`config.mk`:
```
export PLATFORM = sky130hd
export DESIGN_NAME = tally_frame_tx
export DESIGN_NICKNAME = d
export VERILOG_FILES = /design/src/rtl/tally_pkg.sv /design/src/rtl/strobe_rise.sv /design/src/rtl/tflop_counter.sv /design/src/rtl/frame_shifter.sv /design/src/rtl/tally_frame_tx.sv
export SDC_FILE = /design/constraint.sdc
export NUM_CORES = 1
export LEC_CHECK = 0
export CELL_PAD_IN_SITES_DETAIL_PLACEMENT = 1
export CELL_PAD_IN_SITES_GLOBAL_PLACEMENT = 2
export CORE_MARGIN = 10
export CORE_UTILIZATION = 34
export DETAILED_ROUTE_END_ITERATION = 16
export MAX_ROUTING_LAYER = met4
export PLACE_DENSITY = 0.85
export SYNTH_ARGS = -nofsm -noshare
export SYNTH_HDL_FRONTEND = slang
export SYNTH_SLANG_ARGS = --single-unit
```
`constraint.sdc`:
```
create_clock -name clk -period 3.1 [get_ports clk]
set_clock_uncertainty 0.05 [all_clocks]
set_input_delay 0.465 -clock clk [delete_from_list [all_inputs] [get_ports clk]]
set_output_delay 0.465 -clock clk [all_outputs]
set_load 0.02 [all_outputs]
```
`src/rtl/tally_pkg.sv`:
```
package tally_pkg;
   // Line levels of the serial frame
   localparam logic START_LVL = 1'b0;
   localparam logic STOP_LVL  = 1'b1;
   localparam logic IDLE_LVL  = 1'b1;
   // Framing bits added around the count bits
   localparam int unsigned FRAME_EXTRA = 2;
endpackage

```
`src/rtl/strobe_rise.sv`:
```
module strobe_rise (
   input  logic clk,
   input  logic rst_n,
   input  logic lvl,
   output logic rise
);
   logic lvl_d;

   always_ff @(posedge clk or negedge rst_n) begin
      if (!rst_n) lvl_d <= 1'b0;
      else        lvl_d <= lvl;
   end

   assign rise = lvl & ~lvl_d;
endmodule

```
`src/rtl/tflop_counter.sv`:
```
module tflop_counter #(
   parameter int unsigned W = 3
) (
   input  logic         clk,
   input  logic         rst_n,
   input  logic         step,
   output logic [W-1:0] q
);
   // Toggle enable chain: stage i toggles when step and all lower stages are 1
   logic [W:0] tgl;
   assign tgl[0] = step;

   for (genvar i = 0; i < W; i++) begin : g_stage
      logic bit_q;
      always_ff @(posedge clk or negedge rst_n) begin
         if (!rst_n)      bit_q <= 1'b0;
         else if (tgl[i]) bit_q <= ~bit_q;
      end
      assign q[i]       = bit_q;
      assign tgl[i + 1] = tgl[i] & bit_q;
   end
endmodule

```
`src/rtl/frame_shifter.sv`:
```
module frame_shifter
   import tally_pkg::*;
#(
   parameter int unsigned W         = 3,
   parameter bit          MSB_FIRST = 1'b1
) (
   input  logic         clk,
   input  logic         rst_n,
   input  logic         adv,
   input  logic [W-1:0] snap,
   output logic         ser,
   output logic         busy
);
   localparam int unsigned SR_W = W + 1;
   localparam int unsigned CW   = $clog2(W + FRAME_EXTRA);

   logic [W-1:0]    ordered;
   logic [SR_W-1:0] sreg;
   logic [CW-1:0]   left;
   logic            ser_q;

   // Bit 0 of ordered is sent first
   if (MSB_FIRST) begin : g_msb
      for (genvar i = 0; i < W; i++) begin : g_rev
         assign ordered[i] = snap[W-1-i];
      end
   end else begin : g_lsb
      assign ordered = snap;
   end

   always_ff @(posedge clk or negedge rst_n) begin
      if (!rst_n) begin
         sreg  <= '1;
         ser_q <= IDLE_LVL;
         left  <= '0;
      end else if (adv) begin
         if (left == '0) begin
            sreg  <= {STOP_LVL, ordered};
            ser_q <= START_LVL;
            left  <= CW'(SR_W);
         end else begin
            ser_q <= sreg[0];
            sreg  <= {STOP_LVL, sreg[SR_W-1:1]};
            left  <= left - 1'b1;
         end
      end
   end

   assign ser  = ser_q;
   assign busy = (left != '0);
endmodule

```
`src/rtl/tally_frame_tx.sv`:
```
module tally_frame_tx #(
   parameter int unsigned CNT_W     = 3,
   parameter bit          MSB_FIRST = 1'b1
) (
   input  logic clk,
   input  logic rst_n,
   input  logic cnt_en,
   input  logic cnt_pulse,
   input  logic shift_strobe,
   output logic ser_out,
   output logic busy
);
   if (CNT_W < 1 || CNT_W > 32) begin : g_bad_width
      $error("tally_frame_tx: CNT_W must be 1..32");
   end

   logic             pulse_rise;
   logic             shift_rise;
   logic [CNT_W-1:0] count_q;

   strobe_rise u_pulse_edge (
      .clk   (clk),
      .rst_n (rst_n),
      .lvl   (cnt_pulse),
      .rise  (pulse_rise)
   );

   strobe_rise u_shift_edge (
      .clk   (clk),
      .rst_n (rst_n),
      .lvl   (shift_strobe),
      .rise  (shift_rise)
   );

   tflop_counter #(.W(CNT_W)) u_count (
      .clk   (clk),
      .rst_n (rst_n),
      .step  (pulse_rise & cnt_en),
      .q     (count_q)
   );

   frame_shifter #(.W(CNT_W), .MSB_FIRST(MSB_FIRST)) u_frame (
      .clk   (clk),
      .rst_n (rst_n),
      .adv   (shift_rise),
      .snap  (count_q),
      .ser   (ser_out),
      .busy  (busy)
   );
endmodule

```
## Word level (Yosys, flattened, before mapping)

Index checks and enable logic that the tools add are counted.

- $add $sub $neg: 1
- Bitwise gates (word level): 10
- Mux-type cells: 3
- Reductions and logical operators: 2

Operators by type and width:

| kind | number |
|---|---|
| 3-bit 2-to-1 mux | 2 |
| 1-bit AND | 5 |
| 1-bit NOT | 5 |
| 3-bit logical NOT | 1 |
| 3-bit nonzero test | 1 |
| 3-bit by 1-bit subtractor with 3-bit output, second input constant | 1 |
| 1-bit 2-to-1 mux | 1 |

- Bits of input ports: 5
- Output and inout bits: 2
- Register bits after elaboration: 13

## Logic depth before layout (Yosys ltp)

Gate-level depths: netlist of the first run.

- Word-level depth: 5
- Depth in mapped cells: 5

## Cells and area by module

A second synthesis of the first run with hierarchy kept.

- Cells, all modules: 48
- Area total of the unflattened synthesis: 565.5 um^2

By module, submodules not included:

| module | cells each | area an instance (um^2) | times used |
|---|---|---|---|
| frame_shifter | 32 | 349.1 | 1 |
| tflop_counter | 11 | 132.6 | 1 |
| strobe_rise | 2 | 38.8 | 2 |
| tally_frame_tx | 1 | 6.3 | 1 |

## Worst setup path after synthesis of the first run

Ideal clock, no wire load.

- Path type: reg-to-output
- From: register u_frame.left[0]
- To: output busy
- Buffers on the path: 0
- Data arrival time: 0.797 ns
- Cell stages (with the launch flop): 4
- Slack: 1.788 ns
- Cell sequence: dfrtp_1 > nor2_1 > ha_1 > inv_1

- Cells in the longest elaborated chain, start to end: 1

Ends and longest elaborated chain:

| what | line | text |
|---|---|---|
| from (decl) | frame_shifter.sv:19 | `logic [CW-1:0] left;` |
| from (signal assigned) | frame_shifter.sv:40 | `left <= CW'(SR_W);` |
| from (signal assigned) | frame_shifter.sv:44 | `left <= left - 1'b1;` |
| 3-bit nonzero test | frame_shifter.sv:50 | `assign busy = (left != '0);` |
| to (decl) | tally_frame_tx.sv:11 | `output logic busy` |

No other way between the ends.

## Final worst setup path of the first run

Same ends and word-level chain as after synthesis.

==> results.txt, run 1 <==
----------------------------------------------------
[Detailed routing]
  Routed via count ... 331
  Post-detailed-route count of antenna-violating nets ... 0
  Remaining DRCs ... 0
  First drt pass iteration count ... 4
  Final wirelength ... 839 um
  Post-detailed-route via-to-cell ratio ... 4.729
  Routed len/inst ... 11.99 um
  DR iter-0 viols ... 2

[STA]
  Final Setup Violations ... 0
  Count of final max-slew check failures ... 0
  Slew margin rel. ... 64.57%
  Total negative slack ... 0 ns
  Post-route worst setup slack ... 0.9366 ns
  Count of endpoints failing hold in the final timing report ... 0
  Worst-margin pin slew ... 0.5298 ns
  Post-layout minimum cycle time ... 2.163 ns
  Top achievable clock speed ... 462.2 MHz
  RSZ-0062 raised after global routing ... no
  Post-route fraction of the period consumed by the critical path ... 69.79%

[Worst hold path]
  WHS Endpoint ... u_frame.sreg[2]$_DFFE_PN1P_
  Worst Min Path Start ... u_frame.sreg[2]$_DFFE_PN1P_
  Worst hold-check path type ... reg -> reg
  Number of stages on the worst hold path ... 2

[Outcome]
  Status ... complete, no violations

[Die]
  Die boundary width ... 58.56 um
  I/O pin count ... 7
  Die Outline Area ... 3429 sq um
  Number of standard-cell rows in the floorplan ... 13
  Initial core utilization ... 37.44%
  Die Y ... 58.56 um
  Area inside the core boundary ... 1350 sq um

[Placement]
  Post-Place Setup Slack ... 1.222 ns
  Number of buffer cells added on primary ports ... 6
  Final weighted congestion of routability-driven global placement ... 0.6070
  DPL Wire Length ... 652.4 um

[GRT]
  Overall overflow remaining after global route ... 0
  Wire length of the first global-routing pass ... 1.490 mm
  Number of antenna violations at the first check in global routing ... 0
  Via count of the first global-routing pass ... 357
  Pin count of the biggest net entering global routing ... 15
  GRT Overall Usage ... 5.814%

[Critical path]
  Critical register-to-register path endpoint ... u_frame.left[1]$_DFFE_PN0P_
  Critical path launch point type ... flop
  Setup crit end kind ... primary output
  Cells traversed along the worst timing path ... nor2_1, ha_1, inv_1, clkdlybuf4s50_1
  Max stage delay cell, worst path ... clkdlybuf4s50_1
  Critical register-to-register path startpoint ... u_shift_edge.lvl_d$_DFF_PN0_
  Buf/Inv on CP ... 2
  Arrival time at the worst endpoint ... 1.65 ns
  Type of the worst setup path ... reg -> out
  Worst Path Max Fanout ... 5
  Critical Path RT ... 2.58 ns
  Category of cells accounting for the largest share of critical-path delay ... buffers and inverters
  Worst path max stage delay ... 0.60 ns
  Number of stages on the worst setup path ... 4
  Depth of the worst register-to-register path ... 3
  Worst R2R Setup Slack ... 1.76 ns

[Pwr]
  Max IR drop VDD ... 0.3717 mV
  Sw Ratio ... 32.26%
  Proportion of power drawn by combinational gates ... 32.2%
  Net switching power ... 0.0001912 W
  Cell internal pwr ... 0.0004015 W
  Sequential share of power ... 47.1%
  Power density over the cells ... 962.8 nW/um^2
  Clock network fraction of design power ... 20.7%
  Pleak ... 0.2840 nW

[Cells and area]
  Fraction of final layout cells with drive strength greater than 1 ... 14.55%
  Total number of nets in the final design ... 63
  Post-Route Utilization ... 45.60%
  Antenna diode count ... 0
  Fill cells ... 156
  Layout overhead on the synthesized area ... 21.78%

[Clock tree]
  Number of clock buffers inserted by TritonCTS ... 3
  CTS Root Cell ... clkbuf_4
  Clock latency of the later-clocked register in the worst-skew pair ... 0.27 ns
  Largest buffer count on any clock path ... 2
  Hold-fix buffers, CTS ... 0
  Number of clock sinks ... 12
  TritonCTS clock tree ... done
  H-Tree Depth ... 1
  Clock transition time at the flip-flop clock pins of the worst setup and hold paths ... 0.08 ns
  Setup Buffers After CTS ... 0
  Post-cts gate resize count ... 0

[Synth]
  Total of flip-flops plus latches after synthesis ... 12
  Net Count, Synth ... 53
  Yosys warns ... 0
  Area share of the leading cell type in the synthesized netlist ... 39.60%
  Synthesized area per cell ... 10.99 sq um
  Mapped Cells ... 46
  Most area-consuming cells after synthesis ... dfrtp_1, dfstp_2, o21ai_1, nand2_1, ha_1
  Yosys top cell by area ... dfrtp_1
  Sequential share of the synthesized area ... 60.40%
  Synth cell types ... 16
  Summed instance area of the synthesized netlist ... 505.5 sq um

[Flow run]
  Maxcap violations ... 0

----------------------------------------------------
==> logic make-up (layout without fill, tap and decap cells) <==
| logic type | after synthesis | in the layout | synth area share, % |
|---|---|---|---|
| xor gates and xnor gates | 3 | 3 | 5.199 |
| adders and majority gates | 2 | 2 | 4.950 |
| and+or+nand+nor | 16 | 16 | 14.85 |
| DFF | 12 | 12 | 60.40 |
| muxes | 2 | 2 | 3.961 |
| buffers and inverters | 4 | 13 | 3.217 |
| AOI/OAI and AO/OA | 7 | 7 | 7.427 |
==> state kept, by name (all words and copies together) (netlist names) <==
signal,cells
u_frame.sreg,3
u_frame.left,3
u_count.g_stage.bit_q,3
u_shift_edge.lvl_d,1
u_pulse_edge.lvl_d,1
u_frame.ser,1
==> cells in the mapped netlist <==
master    instances
a21o_1            1
buf_2             1
dfrtp_1           8
dfstp_2           4
ha_1              2
inv_1             3
mux2i_1           2
nand2_1           7
nand2b_1          2
nand4b_1          1
nor2_1            4
nor3_1            1
o21ai_1           6
or4_1             1
xnor2_1           1
xor2_1            2
==> worst max path at each step <==
stage                                 from                           to  slack, ns
3_3_place_gp   u_frame.left[0]$_DFFE_PN0P_                         busy       1.21
4_1_cts        u_frame.left[0]$_DFFE_PN0P_                         busy       0.91
6_report       u_frame.left[0]$_DFFE_PN0P_                         busy       0.94
2_1_floorplan  u_frame.left[0]$_DFFE_PN0P_                         busy       1.79
5_1_grt        u_frame.left[0]$_DFFE_PN0P_                         busy       0.83
3_5_place_dp                  shift_strobe  u_frame.left[1]$_DFFE_PN0P_       1.22
==> placed cells by master, fill, tap and decap left out <==
cell / netlist / routed
nand2_1: 7 / 7
clkbuf_4: 0 / 3
clkbuf_8: 0 / 1
xor2_1: 2 / 2
dfrtp_1: 8 / 8
nand4b_1: 1 / 1
dfstp_2: 4 / 4
nor2_1: 4 / 4
or4_1: 1 / 1
inv_1: 3 / 3
ha_1: 2 / 2
mux2i_1: 2 / 2
clkdlybuf4s50_1: 0 / 6
nor3_1: 1 / 1
nand2b_1: 2 / 2
a21o_1: 1 / 1
o21ai_1: 6 / 6
xnor2_1: 1 / 1
==> final cells by class <==
class | count | area, sq um | share of cell area (%)
Timing Repair Buffer | 6 | 60.06 | 9.756
Tap cell | 15 | 18.77 | 3.049
Inverter | 3 | 11.26 | 1.829
Clock buffer | 4 | 36.28 | 5.894
Sequential cell | 12 | 305.3 | 49.59
Multi-Input combinational cell | 30 | 183.9 | 29.88
==> power by group through the flow <==
stage / clock network (W) / logic, W / registers (W)
floorplan: 0 / 0.000130 / 0.000279
global placement: 0 / 0.000192 / 0.000282
detailed placement: 0 / 0.000195 / 0.000284
CTS: 0.000127 / 0.000197 / 0.000281
global route: 0.000135 / 0.000221 / 0.000291
finish: 0.000123 / 0.000191 / 0.000279
==> stage by stage <==
step / hold WS (ns) / power (W) / area (sq um) / instances
CTS: 0.4183 / 0.0006049 / 615.6 / 70
detailed placement: 0.4070 / 0.0004788 / 579.3 / 66
finish: 0.4149 / 0.0005927 / 615.6 / 70
global placement: 0.4007 / 0.0004748 / 579.3 / 66
global route: 0.4268 / 0.0006468 / 615.6 / 70
floorplan: 0.1194 / 0.0004088 / 505.5 / 46
==> per-layer routing <==
layer	wire length [um]	vias up	global-route usage, %
met4	12	0	4.027
met2	358	4	7.891
met5	0	-	-
met3	32	2	2.146
li1	-	169	-
met1	436	156	6.888
==> tightest hold or removal path: stages, from the launching register on <==
cell,delay (ns)
dfstp_2,0.37
nand2_1,0.04
o21ai_1,0.05
No activity file was read; power rests on OpenSTA's default activity.
==> inputs of run 2 (changes only) <==
--- a/config.mk
+++ b/config.mk
@@ -8,10 +8,10 @@
 export CELL_PAD_IN_SITES_DETAIL_PLACEMENT = 1
 export CELL_PAD_IN_SITES_GLOBAL_PLACEMENT = 2
 export CORE_MARGIN = 10
-export CORE_UTILIZATION = 34
+export CORE_UTILIZATION = 32
 export DETAILED_ROUTE_END_ITERATION = 16
 export MAX_ROUTING_LAYER = met4
-export PLACE_DENSITY = 0.85
+export PLACE_DENSITY = 0.81
 export SYNTH_ARGS = -nofsm -noshare
 export SYNTH_HDL_FRONTEND = slang
 export SYNTH_SLANG_ARGS = --single-unit
==> constraint.sdc (replaced) <==
create_clock -name clk -period 2.1 [get_ports clk]
set_clock_uncertainty 0.05 [all_clocks]
set_input_delay 0.315 -clock clk [delete_from_list [all_inputs] [get_ports clk]]
set_output_delay 0.315 -clock clk [all_outputs]
set_load 0.02 [all_outputs]
==> run 2 against run 1 <==
Effect of this change:
- sequential share of layout area decreased by 0.89 points
- largest cell class unchanged
- flip-flop and latch count unchanged
- worst setup slack got worse by 0.59 ns
- via count increased by 4.2%
- combinational power increased by 53%
- routed wire length increased by 12%
- final cell count increased by 2.9%
- non-clock buffer count increased by 1
- clock power increased by 50%
==> results.txt, run 2 (same netlist as run 1, synthesis figures left out) <==
----------------------------------------------------
[Cells and area]
  Fill cells ... 172
  Registers with the most flip-flops ... u_count.g_stage.bit_q x3, u_frame.left x3, u_frame.sreg x3
  Fraction of final layout cells with drive strength greater than 1 ... 16.07%
  Antenna diode count ... 0
  Layout overhead on the synthesized area ... 24.01%
  Leading cell type in the layout, fill and taps excluded ... dfrtp_1
  Most frequent cells in the layout ... dfrtp_1, nand2_1, o21ai_1
  Total number of nets in the final design ... 64
  Storage cell area ... 305.3 sq um
  Area used by multi-input combinational logic ... 183.9 sq um

[Detailed routing]
  Routed len/inst ... 13.08 um
  Routed via count ... 345
  Post-detailed-route count of antenna-violating nets ... 0
  Post-detailed-route via-to-cell ratio ... 4.792
  DR iter-0 viols ... 4
  First drt pass iteration count ... 3
  Final wirelength ... 942 um
  Remaining DRCs ... 0

[Critical path]
  Type of the worst setup path ... reg -> out
  Cells traversed along the worst timing path ... clkdlybuf4s50_1
  Worst path max stage delay ... 0.59 ns
  Setup crit end kind ... primary output
  Worst Path Max Fanout ... 2
  Buf/Inv on CP ... 1
  Critical Path RT ... 1.74 ns
  Critical path launch point type ... flop
  Max stage delay cell, worst path ... clkdlybuf4s50_1
  Arrival time at the worst endpoint ... 1.39 ns
  Category of cells accounting for the largest share of critical-path delay ... buffers and inverters

[Worst hold path]
  Worst hold-check path type ... in -> async

[Die]
  Die Outline Area ... 3569 sq um
  Initial core utilization ... 33.55%
  I/O pin count ... 7
  Area inside the core boundary ... 1506 sq um
  Die Y ... 59.75 um
  Number of standard-cell rows in the floorplan ... 14
  Die boundary width ... 59.75 um

[Clock tree]
  Hold-fix buffers, CTS ... 0
  TritonCTS clock tree ... done
  H-Tree Depth ... 1
  CTS Root Cell ... clkbuf_4
  Number of clock sinks ... 12
  Number of clock buffers inserted by TritonCTS ... 3
  Clock transition time at the flip-flop clock pins of the worst setup and hold paths ... 0.08 ns
  Largest buffer count on any clock path ... 2
  Clock latency of the later-clocked register in the worst-skew pair ... 0.27 ns

[GRT]
  Number of antenna violations at the first check in global routing ... 0
  Pin count of the biggest net entering global routing ... 14
  Most used routing layer in global routing ... met2
  Overall overflow remaining after global route ... 0
  Global Route met2 Usage ... 9.265%
  Met1 track utilization from global routing ... 6.846%
  Global-route met3 utilization ... 2.754%
  Via count of the first global-routing pass ... 380
  GRT Overall Usage ... 6.310%
  Wire length of the first global-routing pass ... 1.656 mm

[Placement]
  Number of buffer cells added on primary ports ... 6
  Final weighted congestion of routability-driven global placement ... 0.7417

[STA]
  Top achievable clock speed ... 568.7 MHz
  Worst-margin pin slew ... 0.5294 ns
  Total negative slack ... 0 ns
  Final Setup Violations ... 0
  Count of final max-slew check failures ... 0
  Count of endpoints failing hold in the final timing report ... 0
  RSZ-0062 raised after global routing ... no
  Post-route fraction of the period consumed by the critical path ... 83.73%
  Post-layout minimum cycle time ... 1.758 ns
  Slew margin rel. ... 64.59%

[Flow run]
  Maxcap violations ... 0

[Pwr]
  Total power of the final layout ... 0.0008871 W
  Max IR drop VDD ... 0.6526 mV
  Pleak ... 0.2943 nW
  Power density over the cells ... 1415 nW/um^2

[Outcome]
  Status ... complete, no violations

----------------------------------------------------
-- run 2: metal layers --
metal  wire length (um)  share of wire [%]
met3                 60                6.4
met4                 12                1.3
met1                400                 42
met5                  0                  0
met2                468                 50
-- run 2: final timing paths --
| kind | startpoint | endpoint | slack, ns | cells after the start |
|---|---|---|---|---|
| min | rst_n | u_count.g_stage[0].bit_q$_DFFE_PN0N_ | 0.33 | 1 |
| max | u_frame.ser$_DFFE_PN1P_ | ser_out | 0.34 | 1 |
| max in group asynchronous | rst_n | u_frame.sreg[0]$_DFFE_PN1P_ | 1.30 | 1 |
| min reg2reg | u_frame.sreg[1]$_DFFE_PN1P_ | u_frame.sreg[1]$_DFFE_PN1P_ | 0.41 | 2 |
| max reg2reg | u_frame.left[0]$_DFFE_PN0P_ | u_frame.sreg[0]$_DFFE_PN1P_ | 0.86 | 4 |
| min in group clk | u_frame.sreg[1]$_DFFE_PN1P_ | u_frame.sreg[1]$_DFFE_PN1P_ | 0.41 | 2 |
-- run 2: cell type report --
type	instances	area share, %
clock buffers	4	5.788
repair buffers	7	11.18
multi-input cells	30	29.34
well taps	16	3.194
inverters	3	1.796
flip-flops and latches	12	48.70
-- run 2: repair_timing --
action,4_1_cts,5_1_grt
endpoints found under the setup margin,0,1
gates resized for setup,0,1
setup buffers,0,0
-- run 2: stage by stage --
| step | setup slack, ns | cells | hold slack [ns] | area (sq um) | util, % |
|---|---|---|---|---|---|
| final | 0.3416 | 72 | 0.3344 | 626.9 | 41.61 |
| after CTS | 0.08239 | 72 | 0.3538 | 624.3 | 41.45 |
| after global routing | 0.2672 | 72 | 0.3588 | 626.9 | 41.61 |
| after detailed placement | 0.3928 | 68 | 0.4061 | 588.1 | 39.04 |
| after global placement | 0.4108 | 68 | 0.4011 | 588.1 | 39.04 |
| after floorplan | 0.9376 | 46 | -0.03059 | 505.5 | - |
-- run 2: report_power, final --
group	internal [W]	leakage, nW	switching (W)
combinational	0.000142	0.135	0.000151
sequential	0.000346	0.139	0.0000640
clock	0.000105	0.0210	0.0000791
==> inputs of run 3 (changes only) <==
==> constraint.sdc (replaced) <==
create_clock -name clk -period 1.8 [get_ports clk]
set_clock_uncertainty 0.05 [all_clocks]
set_input_delay 0.27 -clock clk [delete_from_list [all_inputs] [get_ports clk]]
set_output_delay 0.27 -clock clk [all_outputs]
set_load 0.02 [all_outputs]
==> run 3 against run 2 <==
Effect of this change:
- core utilization is 1.0 points lower
- worst setup slack worse by 0.24 ns
- sequential share of layout area is 1.2 points higher
- final cell count is 1.4% lower
- global-route usage is 0.48 points lower
- via count is 4.6% lower
- critical path depth stayed put
- die area stayed put
- power is 9.5% higher
- final area is 2.4% lower
- hold slack worse by 0.025 ns
- critical endpoint unchanged
==> results.txt, run 3 (same netlist as run 1, synthesis figures left out) <==
----------------------------------------------------
[Critical path]
  Worst Path Max Fanout ... 2
  Worst R2R Setup Slack ... 0.60 ns
  Cells traversed along the worst timing path ... clkdlybuf4s50_1
  Type of the worst setup path ... reg -> out
  Category of cells accounting for the largest share of critical-path delay ... buffers and inverters
  Buf/Inv on CP ... 1
  Arrival time at the worst endpoint ... 1.38 ns
  Critical register-to-register path startpoint ... u_frame.left[1]$_DFFE_PN0P_
  Setup crit end kind ... primary output
  Critical Path RT ... 1.48 ns
  Critical path launch point type ... flop
  Depth of the worst register-to-register path ... 4
  Max stage delay cell, worst path ... clkdlybuf4s50_1
  Critical register-to-register path endpoint ... u_frame.sreg[0]$_DFFE_PN1P_
  Worst path max stage delay ... 0.59 ns

[GRT]
  Pin count of the biggest net entering global routing ... 14
  Global-route met3 utilization ... 1.907%
  GRT Overall Usage ... 5.828%
  Via count of the first global-routing pass ... 362
  Number of antenna violations at the first check in global routing ... 0
  Overall overflow remaining after global route ... 0
  Wire length of the first global-routing pass ... 1.538 mm
  Met1 track utilization from global routing ... 6.479%
  Most used routing layer in global routing ... met2
  Global Route met2 Usage ... 8.676%

[Detailed routing]
  First drt pass iteration count ... 2
  Remaining DRCs ... 0
  DR iter-0 viols ... 1
  Routed len/inst ... 12.49 um
  Post-detailed-route via-to-cell ratio ... 4.634
  Final wirelength ... 887 um
  Post-detailed-route count of antenna-violating nets ... 0
  Routed via count ... 329

[STA]
  Count of endpoints failing hold in the final timing report ... 0
  Final Setup Violations ... 0
  Post-route worst setup slack ... 0.1006 ns
  Worst-margin pin slew ... 0.5417 ns
  Post-layout minimum cycle time ... 1.699 ns
  Count of final max-slew check failures ... 0
  Post-route fraction of the period consumed by the critical path ... 94.41%
  Top achievable clock speed ... 588.4 MHz
  RSZ-0062 raised after global routing ... no
  Slew margin rel. ... 63.77%
  Total negative slack ... 0 ns

[Pwr]
  Proportion of power drawn by combinational gates ... 34.4%
  Clock network fraction of design power ... 15.9%
  Pleak ... 0.2817 nW
  Power density over the cells ... 1587 nW/um^2
  Net switching power ... 0.0003291 W
  Max IR drop VDD ... 0.7070 mV
  Sequential share of power ... 49.7%
  Cell internal pwr ... 0.0006418 W
  Sw Ratio ... 33.89%
  Total power of the final layout ... 0.0009709 W

[Flow run]
  Maxcap violations ... 0

[Clock tree]
  Setup Buffers After CTS ... 0
  Clock latency of the later-clocked register in the worst-skew pair ... 0.26 ns
  Largest buffer count on any clock path ... 2
  Clock transition time at the flip-flop clock pins of the worst setup and hold paths ... 0.07 ns
  H-Tree Depth ... 1
  Number of clock buffers inserted by TritonCTS ... 3
  Hold-fix buffers, CTS ... 0
  CTS Root Cell ... clkbuf_4
  Number of clock sinks ... 12
  TritonCTS clock tree ... done

[Cells and area]
  Registers with the most flip-flops ... u_count.g_stage.bit_q x3, u_frame.left x3, u_frame.sreg x3
  Antenna diode count ... 0
  Layout overhead on the synthesized area ... 21.04%
  Total number of nets in the final design ... 64
  Leading cell type in the layout, fill and taps excluded ... dfrtp_1
  Fill cells ... 178
  Most frequent cells in the layout ... dfrtp_1, nand2_1, o21ai_1
  Fraction of final layout cells with drive strength greater than 1 ... 16.36%

[Die]
  I/O pin count ... 7
  Initial core utilization ... 33.55%
  Die Y ... 59.75 um
  Die boundary width ... 59.75 um
  Number of standard-cell rows in the floorplan ... 14
  Die Outline Area ... 3569 sq um
  Area inside the core boundary ... 1506 sq um

[Placement]
  Final weighted congestion of routability-driven global placement ... 0.7416
  Number of buffer cells added on primary ports ... 6
  Post-Place Setup Slack ... 0.1454 ns

[Worst hold path]
  Worst hold-check path type ... in -> async

[Outcome]
  Status ... complete, no violations

----------------------------------------------------
-- run 3: area by class of cell --
type	count	area, sq um	share of cell area, %
inverter	3	11.26	1.840
timing repair buffer	7	66.31	10.84
multi-input combinational	30	186.4	30.47
clock buffer	3	22.52	3.681
sequential	12	305.3	49.90
tap	16	20.02	3.272
-- run 3: power by group through the flow --
| stage | Clock (W) | Combinational, W | Sequential, W |
|---|---|---|---|
| 5_1_grt | 0.000166 | 0.000384 | 0.000507 |
| 6_report | 0.000154 | 0.000334 | 0.000483 |
| 3_5_place_dp | 0 | 0.000349 | 0.000484 |
| 3_3_place_gp | 0 | 0.000343 | 0.000480 |
| 4_1_cts | 0.000162 | 0.000338 | 0.000481 |
| 2_1_floorplan | 0 | 0.000224 | 0.000480 |
-- run 3: repair_timing --
item	4_1_cts	5_1_grt
pin swaps	0	0
resized for setup	1	1
setup endpoints to repair	1	1
-- run 3: worst max path at each step --
| stage | startpoint | to | cells past startpoint | slack [ns] |
|---|---|---|---|---|
| floorplan | u_frame.left[0]$_DFFE_PN0P_ | busy | 3 | 0.68 |
| global placement | u_frame.left[0]$_DFFE_PN0P_ | busy | 4 | 0.16 |
| detailed placement | u_frame.left[0]$_DFFE_PN0P_ | busy | 4 | 0.15 |
| CTS | u_frame.ser$_DFFE_PN1P_ | ser_out | 1 | 0.08 |
| global route | u_frame.ser$_DFFE_PN1P_ | ser_out | 1 | 0.04 |
| finish | u_frame.ser$_DFFE_PN1P_ | ser_out | 1 | 0.10 |
-- run 3: through the flow --
step	hold WS, ns	util (%)	std cells	cell area, sq um
final	0.3093	40.61	71	611.8
after global routing	0.3370	40.61	71	611.8
after CTS	0.3171	40.45	71	609.3
after detailed placement	0.4062	39.04	68	588.1
after global placement	0.4011	39.04	68	588.1
after floorplan	-0.07559	-	46	505.5
-- run 3: routing by layer --
metal,wire [um],part of all wire [%]
met2,438,49
met4,0,0
met3,25,2.8
met1,423,48
met5,0,0
